$ cat src/rtl/extint_pkg.sv
package extint_pkg;
   typedef enum logic [1:0] {
      SNS_LOW  = 2'b00,
      SNS_OFF  = 2'b01,
      SNS_FALL = 2'b10,
      SNS_RISE = 2'b11
   } sense_e;
endpackage

$ cat src/rtl/extint_sync.sv
module extint_sync #(
   parameter int   STAGES  = 2,
   parameter logic RST_VAL = 1'b1
) (
   input  logic clk,
   input  logic rst_n,
   input  logic d,
   output logic q
);
   generate
      if (STAGES < 2) begin : g_bad
         $error("extint_sync: STAGES must be at least 2");
      end
   endgenerate

   logic [STAGES-1:0] chain_q;

   always_ff @(posedge clk or negedge rst_n) begin
      if (!rst_n) chain_q <= {STAGES{RST_VAL}};
      else        chain_q <= {chain_q[STAGES-2:0], d};
   end

   assign q = chain_q[STAGES-1];
endmodule

$ cat src/rtl/extint_chan.sv
module extint_chan
   import extint_pkg::*;
(
   input  logic       clk,
   input  logic       rst_n,
   input  logic       pin_s,
   input  logic [1:0] sense,
   input  logic       clr_sw,
   input  logic       clr_hw,
   output logic       flag,
   output logic       level_act,
   output logic       set_ev
);
   logic   prev_q;
   logic   flag_q;
   logic   rise, fall;
   sense_e mode;

   assign mode = sense_e'(sense);
   assign rise = pin_s & ~prev_q;
   assign fall = ~pin_s & prev_q;

   always_comb begin
      case (mode)
         SNS_RISE: set_ev = rise;
         SNS_FALL: set_ev = fall;
         default:  set_ev = 1'b0;
      endcase
   end

   assign level_act = (mode == SNS_LOW) & ~pin_s;

   always_ff @(posedge clk or negedge rst_n) begin
      if (!rst_n) begin
         prev_q <= 1'b1;
         flag_q <= 1'b0;
      end else begin
         prev_q <= pin_s;
         if (mode == SNS_LOW)        flag_q <= 1'b0;
         else if (set_ev)            flag_q <= 1'b1;
         else if (clr_sw || clr_hw)  flag_q <= 1'b0;
      end
   end

   assign flag = flag_q;
endmodule

$ cat src/rtl/extint_prio.sv
module extint_prio #(
   parameter int NUM_CH = 2,
   localparam int VEC_W = $clog2(NUM_CH + 1)
) (
   input  logic [NUM_CH-1:0] req,
   output logic              any,
   output logic [VEC_W-1:0]  vec
);
   always_comb begin
      vec = '0;
      for (int c = NUM_CH - 1; c >= 0; c--) begin
         if (req[c]) vec = VEC_W'(c + 1);
      end
   end

   assign any = |req;
endmodule

$ cat src/rtl/extint_ctrl.sv
module extint_ctrl #(
   parameter int               NUM_CH      = 2,
   parameter int               DATA_W      = 8,
   parameter int               ADDR_W      = 6,
   parameter int               SYNC_STAGES = 2,
   parameter logic [ADDR_W-1:0] MASK_ADDR  = 6'h3B,
   parameter logic [ADDR_W-1:0] FLAG_ADDR  = 6'h3A,
   localparam int              VEC_W       = $clog2(NUM_CH + 1),
   localparam int              BASE        = DATA_W - NUM_CH
) (
   input  logic                 clk,
   input  logic                 rst_n,
   input  logic [NUM_CH-1:0]    pin_in,
   input  logic [2*NUM_CH-1:0]  sense_cfg,
   input  logic [ADDR_W-1:0]    bus_addr,
   input  logic                 bus_wr,
   input  logic                 bus_rd,
   input  logic [DATA_W-1:0]    bus_wdata,
   output logic [DATA_W-1:0]    bus_rdata,
   input  logic                 gie,
   output logic                 irq_req,
   output logic [VEC_W-1:0]     irq_vec,
   input  logic                 irq_ack
);
   generate
      if (NUM_CH < 1 || NUM_CH >= DATA_W) begin : g_bad_ch
         $error("extint_ctrl: NUM_CH must be in 1..DATA_W-1");
      end
      if (MASK_ADDR == FLAG_ADDR) begin : g_bad_addr
         $error("extint_ctrl: register addresses must differ");
      end
   endgenerate

   logic [NUM_CH-1:0] mask_q;
   logic [NUM_CH-1:0] flag_q;
   logic [NUM_CH-1:0] set_ev;
   logic [NUM_CH-1:0] level_act;
   logic [NUM_CH-1:0] pin_s;
   logic [NUM_CH-1:0] chan_req;
   logic              wr_mask, wr_flag;
   logic              unused_wdata;

   assign wr_mask      = bus_wr && (bus_addr == MASK_ADDR);
   assign wr_flag      = bus_wr && (bus_addr == FLAG_ADDR);
   assign unused_wdata = ^bus_wdata[BASE-1:0];

   always_ff @(posedge clk or negedge rst_n) begin
      if (!rst_n)       mask_q <= '0;
      else if (wr_mask) mask_q <= bus_wdata[DATA_W-1:BASE];
   end

   for (genvar c = 0; c < NUM_CH; c++) begin : g_ch
      logic ack_hit;
      assign ack_hit = irq_ack && (irq_vec == VEC_W'(c + 1));

      extint_sync #(.STAGES(SYNC_STAGES), .RST_VAL(1'b1)) u_sync (
         .clk   (clk),
         .rst_n (rst_n),
         .d     (pin_in[c]),
         .q     (pin_s[c])
      );

      extint_chan u_chan (
         .clk       (clk),
         .rst_n     (rst_n),
         .pin_s     (pin_s[c]),
         .sense     (sense_cfg[2*c +: 2]),
         .clr_sw    (wr_flag && bus_wdata[BASE + c]),
         .clr_hw    (ack_hit),
         .flag      (flag_q[c]),
         .level_act (level_act[c]),
         .set_ev    (set_ev[c])
      );

      assign chan_req[c] = gie && mask_q[c] && (flag_q[c] || level_act[c]);
   end

   extint_prio #(.NUM_CH(NUM_CH)) u_prio (
      .req (chan_req),
      .any (irq_req),
      .vec (irq_vec)
   );

   always_comb begin
      bus_rdata = '0;
      if (bus_rd) begin
         if (bus_addr == MASK_ADDR)      bus_rdata[DATA_W-1:BASE] = mask_q;
         else if (bus_addr == FLAG_ADDR) bus_rdata[DATA_W-1:BASE] = flag_q;
      end
   end
endmodule

$ cat config.mk
export PLATFORM = sky130hd
export DESIGN_NAME = extint_ctrl
export DESIGN_NICKNAME = d
export VERILOG_FILES = /design/src/rtl/extint_pkg.sv /design/src/rtl/extint_sync.sv /design/src/rtl/extint_chan.sv /design/src/rtl/extint_prio.sv /design/src/rtl/extint_ctrl.sv
export SDC_FILE = /design/constraint.sdc
export NUM_CORES = 1
export LEC_CHECK = 0
export ABC_AREA = 1
export BUFFER_PORTS_ARGS = -buffer_cell sky130_fd_sc_hd__buf_2
export CAP_MARGIN = 20
export CELL_PAD_IN_SITES_DETAIL_PLACEMENT = 1
export CELL_PAD_IN_SITES_GLOBAL_PLACEMENT = 1
export CORE_MARGIN = 3
export CORE_UTILIZATION = 29
export CTS_BUF_LIST = sky130_fd_sc_hd__clkbuf_4 sky130_fd_sc_hd__clkbuf_8
export CTS_CLUSTER_DIAMETER = 150
export DETAILED_ROUTE_END_ITERATION = 8
export GPL_ROUTABILITY_DRIVEN = 0
export PLACE_DENSITY = 0.88
export SLEW_MARGIN = 20
export SYNTH_ARGS = -nofsm -noshare
export SYNTH_HDL_FRONTEND = slang
export SYNTH_SLANG_ARGS = --single-unit
$ cat constraint.sdc
create_clock -name clk -period 1.2 [get_ports clk]
set_input_delay 0.24 -clock clk [delete_from_list [all_inputs] [get_ports clk]]
set_output_delay 0.24 -clock clk [all_outputs]
set_load 0.05 [all_outputs]
==> results.sh, run 1 <==
export IMPL_grt_pass1_wl_um=3940
export IMPL_violations="negative setup slack"
export IMPL_powerDensity_nw_per_um2=969
export IMPL_ff2ff_path_depth=9
export IMPL_path_max_fanout=2
export IMPL_drive_gt1_share_pct=69.9
export IMPL_drv_cap=0
export IMPL_max_clock_freq_mhz=653
export IMPL_coreArea_um2=1840
export IMPL_initial_core_util_pct=32.8
export IMPL_critPathLaunchType="flip-flop"
export IMPL_critPathCaptureType="output port"
export IMPL_wl_um=2890
export IMPL_cts_tree="yes"
export IMPL_wl_per_cell_um=18.3
export IMPL_cpMostUsedCell="inv_2"
export IMPL_syn_inst=81
export IMPL_cts_buffer_depth=2
export IMPL_critPathKind="flip-flop to output port"
export IMPL_cts_buffers=3
export IMPL_fillCellCount=212
export IMPL_grt_pass1_vias=834
export IMPL_chipWidth_um=51.6
export IMPL_rsz0062_at_grt="true"
export IMPL_antenna_left=0
export IMPL_root_buffer="clkbuf_4"
export IMPL_synthesis_area_um2=603
export IMPL_cp_slowest_cell="dfstp_2"
export IMPL_setup_viol_count_final=6
export IMPL_routed_via_density=4.80
export IMPL_whs_ns=0.0770
export IMPL_final_common_cell="buf_4"
export IMPL_status="complete, but fails checks"
export IMPL_finClkSkew_ns=0.000319
export IMPL_die_h_um=51.6
export IMPL_path_cells="inv_2 -> nand2_2 -> a21oi_4 -> inv_2 -> nand2_4 -> buf_8"
export IMPL_placed_cells=142
export IMPL_finalNonFillerCells=158
export IMPL_path_clk_slew_ns=0.06
export IMPL_portBuffers=24
export IMPL_post_route_drc_count=0
export IMPL_arrival_ns=1.29
export IMPL_critPathTopFamily="flip-flops"
export IMPL_syn2layout_area_growth_pct=96.9
export IMPL_ir_drop_uv=722
export IMPL_vias=758
export IMPL_final_cell_mix="23 x buf_4, 13 x buf_2, 10 x nand2_1, 9 x buf_6, 8 x nand2_4"
export IMPL_cpPeakStageDelay_ns=0.54
export IMPL_ys_types=18
export IMPL_ys_seq_area_share_pct=42.7
export IMPL_finalCriticalPeriod_ns=1.53
export IMPL_hold_path_class="input port to flip-flop"
export IMPL_io_pins=37
export IMPL_antenna_cells=0
export IMPL_grt_usage_pct=20.7
export IMPL_grt_max_degree=11
export IMPL_detail_route_first_pass_iterations=4
export IMPL_fin_crit_sh_pct=128
export IMPL_final_net_count=161
export IMPL_antenna_found_initial=0
export IMPL_p_leak_nw=0.609
export IMPL_fp_row_count=15
export IMPL_dp_hpwl_um=1540
export IMPL_crit_cells=6
export IMPL_yosys_warnings=0
export IMPL_hold_depth=1
export IMPL_dieArea_um2=2660
export IMPL_critical_path_buf_inv_count=3
export IMPL_drt_iter0_drc=13
export IMPL_synth_seq_cells=10
export IMPL_h_tree_depth=1
export IMPL_synth_area_per_cell_um2=7.45
export IMPL_cts_sinks=10
export IMPL_setup_ws_ns=-0.332
export IMPL_hold_viol_final=0
export IMPL_slew_viol_final=0
export IMPL_critPathRequiredTime_ns=0.96
export IMPL_insertion_delay_ns=0.26
export IMPL_overflow=0
## state kept, by name, indices dropped and copies added, names as in the netlist
register	cells
g_ch.u_chan.flag	2
g_ch.u_sync.chain_q	4
g_ch.u_chan.prev_q	2
mask_q	2
## metrics by stage
step	cell area (um2)	total power, mW	utilization (%)	TNS, ns	setup WS [ns]
after floorplan	677	0.632	-	-0.113	-0.101
after global placement	881	0.734	47.9	-1.04	-0.252
after detailed placement	881	0.756	47.9	-1.18	-0.272
after CTS	1080	1.07	59.0	-1.15	-0.308
after global routing	1190	1.22	64.6	-1.74	-0.384
final	1190	1.15	64.6	-1.38	-0.332
## cells by family after synthesis
| group | share of synthesized area, % |
|---|---|
| flops | 42.7 |
| compound gates | 9.34 |
| other cells | 0.622 |
| simple gates | 31.1 |
| buf+inv | 16.2 |
## cells in the mapped netlist
cell type   n  area, um2
nand2_1    23       86.3
inv_1      14       52.6
nor2_1      8       30.0
buf_4       6       45.0
dfstp_2     6        158
a21oi_1     4       20.0
dfrtp_1     4        100
nand3_1     4       20.0
o21ai_0     2       10.0
o21ai_2     2       17.5
a21oi_2     1       8.76
and2_4      1       8.76
conb_1      1       3.75
nand2_2     1       6.26
nand3b_1    1       7.51
nand4_1     1       6.26
nor2_2      1       6.26
nor3_4      1       16.3
## final cells by class
| cell class | count | area [um2] | area share (%) |
|---|---|---|---|
| clock buffer | 3 | 22.5 | 1.90 |
| timing repair buffer | 50 | 409 | 34.5 |
| inverter | 14 | 55.1 | 4.64 |
| tap | 25 | 31.3 | 2.63 |
| multi-input combinational | 56 | 410 | 34.6 |
| sequential | 10 | 259 | 21.8 |
## layer usage
layer	part of all wire (%)	vias to the layer above	wire length (um)	track usage (%)
met5	0	-	0	0
met4	5.6	0	161	11.4
met3	4.2	12	121	2.87
met2	53	34	1520	41.1
met1	38	372	1090	19.9
li1	-	340	-	-
## final timing paths
path | start | end | slack [ns]
min in group asynchronous | rst_n | g_ch[0].u_chan.flag$_DFFE_PN0P_ | 0.36
setup reg to reg | g_ch[0].u_sync.chain_q[1]$_DFF_PN1_ | g_ch[1].u_chan.flag$_DFFE_PN0P_ | -0.07
max in group asynchronous | rst_n | g_ch[1].u_sync.chain_q[1]$_DFF_PN1_ | 0.59
setup / recovery | g_ch[1].u_sync.chain_q[1]$_DFF_PN1_ | irq_req | -0.33
hold reg to reg | g_ch[0].u_sync.chain_q[0]$_DFF_PN1_ | g_ch[0].u_sync.chain_q[1]$_DFF_PN1_ | 0.35
hold / removal | pin_in[0] | g_ch[0].u_sync.chain_q[0]$_DFF_PN1_ | 0.08
## power breakdown
part	switching, mW	internal (mW)
clock	0.0983	0.115
combinational	0.299	0.226
sequential	0.0310	0.382
## repair_timing
| item | in CTS | in global routing |
|---|---|---|
| pin swaps | 8 | 13 |
| buffers inserted | 9 | 4 |
| setup endpoints to repair | 6 | 6 |
| gates resized for setup | 35 | 22 |
| hold buffers | 1 | 0 |
| endpoints found under the hold margin | 4 | 0 |
(Power assumes the default switching activity.)
==> run 2, diff against run 1 <==
Settings changed: CORE_UTILIZATION 29 to 26, PLACE_DENSITY 0.88 to 0.81.
==> run 2 against run 1 <==
Against the previous run:
- the run still ends with negative setup slack left
- clock power rose by 3%
- hold slack got worse by 0.0023 ns
- global-route usage fell by 6.3 points
- clock skew rose by 0.0032 ns
- via count fell by 10%
- highest routed layer unchanged
==> results.sh, run 2 (synthesis gave the netlist of run 1 again) <==
export IMPL_die_h_um=54.2
export IMPL_antenna_cells=0
export IMPL_wl_per_cell_um=12.0
export IMPL_fillCellCount=269
export IMPL_powerDensity_nw_per_um2=966
export IMPL_final_net_count=159
export IMPL_grt_max_degree=11
export IMPL_grt_use_met3_pct=1.66
export IMPL_slew_viol_final=0
export IMPL_pre_cts_slack_ns=-0.275
export IMPL_cts_tree="yes"
export IMPL_post_route_drc_count=0
export IMPL_h_tree_depth=1
export IMPL_coreArea_um2=2080
export IMPL_violations="negative setup slack"
export IMPL_vias=682
export IMPL_io_pins=37
export IMPL_max_clock_freq_mhz=657
export IMPL_status="complete, but fails checks"
export IMPL_drt_iter0_drc=1
export IMPL_setup_viol_count_final=6
export IMPL_fin_util_pct=53.2
export IMPL_dp_hpwl_um=1350
export IMPL_grt_pass1_vias=693
export IMPL_insertion_delay_ns=0.26
export IMPL_seq_area_um2=258
export IMPL_drv_cap=0
export IMPL_routed_via_density=4.32
export IMPL_ir_drop_uv=610
export IMPL_critPathLaunchType="flip-flop"
export IMPL_syn2layout_area_growth_pct=83.6
export IMPL_cts_buffer_depth=2
export IMPL_regMostFlops="g_ch.u_sync.chain_q"
export IMPL_grt_met2_usage_pct=28.3
export IMPL_root_buffer="clkbuf_4"
export IMPL_setup_ws_ns=-0.323
export IMPL_critical_path_buf_inv_count=3
export IMPL_path_clk_slew_ns=0.06
export IMPL_multi_input_area_um2=380
export IMPL_setup_tns_ns=-1.18
export IMPL_hold_viol_final=0
export IMPL_detail_route_first_pass_iterations=2
export IMPL_placed_cells=144
export IMPL_critPathCaptureType="output port"
export IMPL_grt_pass1_wl_um=2970
export IMPL_finalNonFillerCells=158
export IMPL_wl_um=1890
export IMPL_met1_usage_pct=14.8
export IMPL_fin_crit_sh_pct=127
export IMPL_chipWidth_um=54.2
export IMPL_rsz0062_at_grt="true"
export IMPL_hold_path_class="input port to flip-flop"
export IMPL_path_max_fanout=3
export IMPL_critPathKind="flip-flop to output port"
export IMPL_largest_reg_flops=4
export IMPL_initial_core_util_pct=29.0
export IMPL_grt_usage_pct=14.4
export IMPL_cp_slowest_cell="dfstp_2"
export IMPL_fp_row_count=16
export IMPL_path_cells="inv_2 -> nand2_2 -> a21oi_2 -> inv_2 -> nand2_4 -> buf_6"
export IMPL_dieArea_um2=2930
export IMPL_finClkSkew_ns=0.00351
export IMPL_antenna_left=0
export IMPL_final_common_cell="buf_4"
export IMPL_place_area_um2=883
export IMPL_cts_sinks=10
export IMPL_fin_area_um2=1110
export IMPL_critPathTopFamily="flip-flops"
export IMPL_overflow=0
export IMPL_p_leak_nw=0.574
export IMPL_critPathRequiredTime_ns=0.96
export IMPL_cts_buffers=3
export IMPL_antenna_found_initial=0
export IMPL_final_cell_mix="21 x buf_4, 17 x buf_2, 11 x nand2_1, 8 x nand2_2, 8 x buf_6"
export IMPL_busiest_layer="met2"
export IMPL_arrival_ns=1.28
export IMPL_cpMostUsedCell="inv_2"
export IMPL_drive_gt1_share_pct=67.9
export IMPL_cpPeakStageDelay_ns=0.54
export IMPL_portBuffers=24
export IMPL_finalCriticalPeriod_ns=1.52
run 2: cell count changes in the layout (fill, tap and decap cells not counted), sizes merged:
cell  before  now
buf       49   47
run 2: power breakdown:
part	internal (mW)	total, mW	switching, mW
clock network	0.115	0.219	0.104
registers	0.380	0.408	0.0274
logic	0.190	0.443	0.252
total	0.686	1.07	0.384
run 2: area by class of cell:
type / count / area share [%]
multi-input cells: 56 / 34.4
repair buffers: 48 / 32.3
flip-flops and latches: 10 / 23.3
inverters: 14 / 4.97
well taps: 27 / 3.05
clock buffers: 3 / 2.03
run 2: routing by layer:
layer | wire [um] | vias to the layer above
met2 | 1110 | 23
met1 | 678 | 320
met4 | 10 | 0
met5 | 0 | -
met3 | 86 | 2
li1 | - | 337
run 2: final timing paths:
path | from | endpoint | slack (ns) | cells after the start
setup / recovery | g_ch[1].u_sync.chain_q[1]$_DFF_PN1_ | irq_req | -0.32 | 6
hold / removal | pin_in[0] | g_ch[0].u_sync.chain_q[0]$_DFF_PN1_ | 0.07 | 1
setup reg to reg | g_ch[0].u_sync.chain_q[1]$_DFF_PN1_ | g_ch[1].u_chan.flag$_DFFE_PN0P_ | -0.08 | 9
hold reg to reg | g_ch[0].u_sync.chain_q[0]$_DFF_PN1_ | g_ch[0].u_sync.chain_q[1]$_DFF_PN1_ | 0.36 | 0
max in group asynchronous | rst_n | g_ch[1].u_sync.chain_q[1]$_DFF_PN1_ | 0.59 | 2
min in group asynchronous | rst_n | g_ch[0].u_chan.flag$_DFFE_PN0P_ | 0.35 | 2
run 2: per-stage QoR:
step	total power, mW	hold slack (ns)
global route	1.15	0.0495
global placement	0.736	0.102
detailed placement	0.750	0.105
finish	1.07	0.0747
CTS	1.06	0.0644
floorplan	0.632	-0.0556
run 2: worst reg2reg max path, stage by stage (launching register included):
cell	delay, ns
dfstp_2	0.54
inv_2	0.05
nand2_4	0.07
nand2_2	0.05
nand2_2	0.08
buf_4	0.11
buf_4	0.09
nand3_1	0.08
nand2_1	0.07
nand2_1	0.04
run 2: repair_timing:
| item | 4_1_cts | 5_1_grt |
|---|---|---|
| setup endpoints to repair | 6 | 7 |
| hold buffers | 1 | 0 |
| pin swaps | 11 | 11 |
| resized for setup | 24 | 16 |
| hold endpoints to repair | 4 | 0 |
| setup buffers | 7 | 3 |
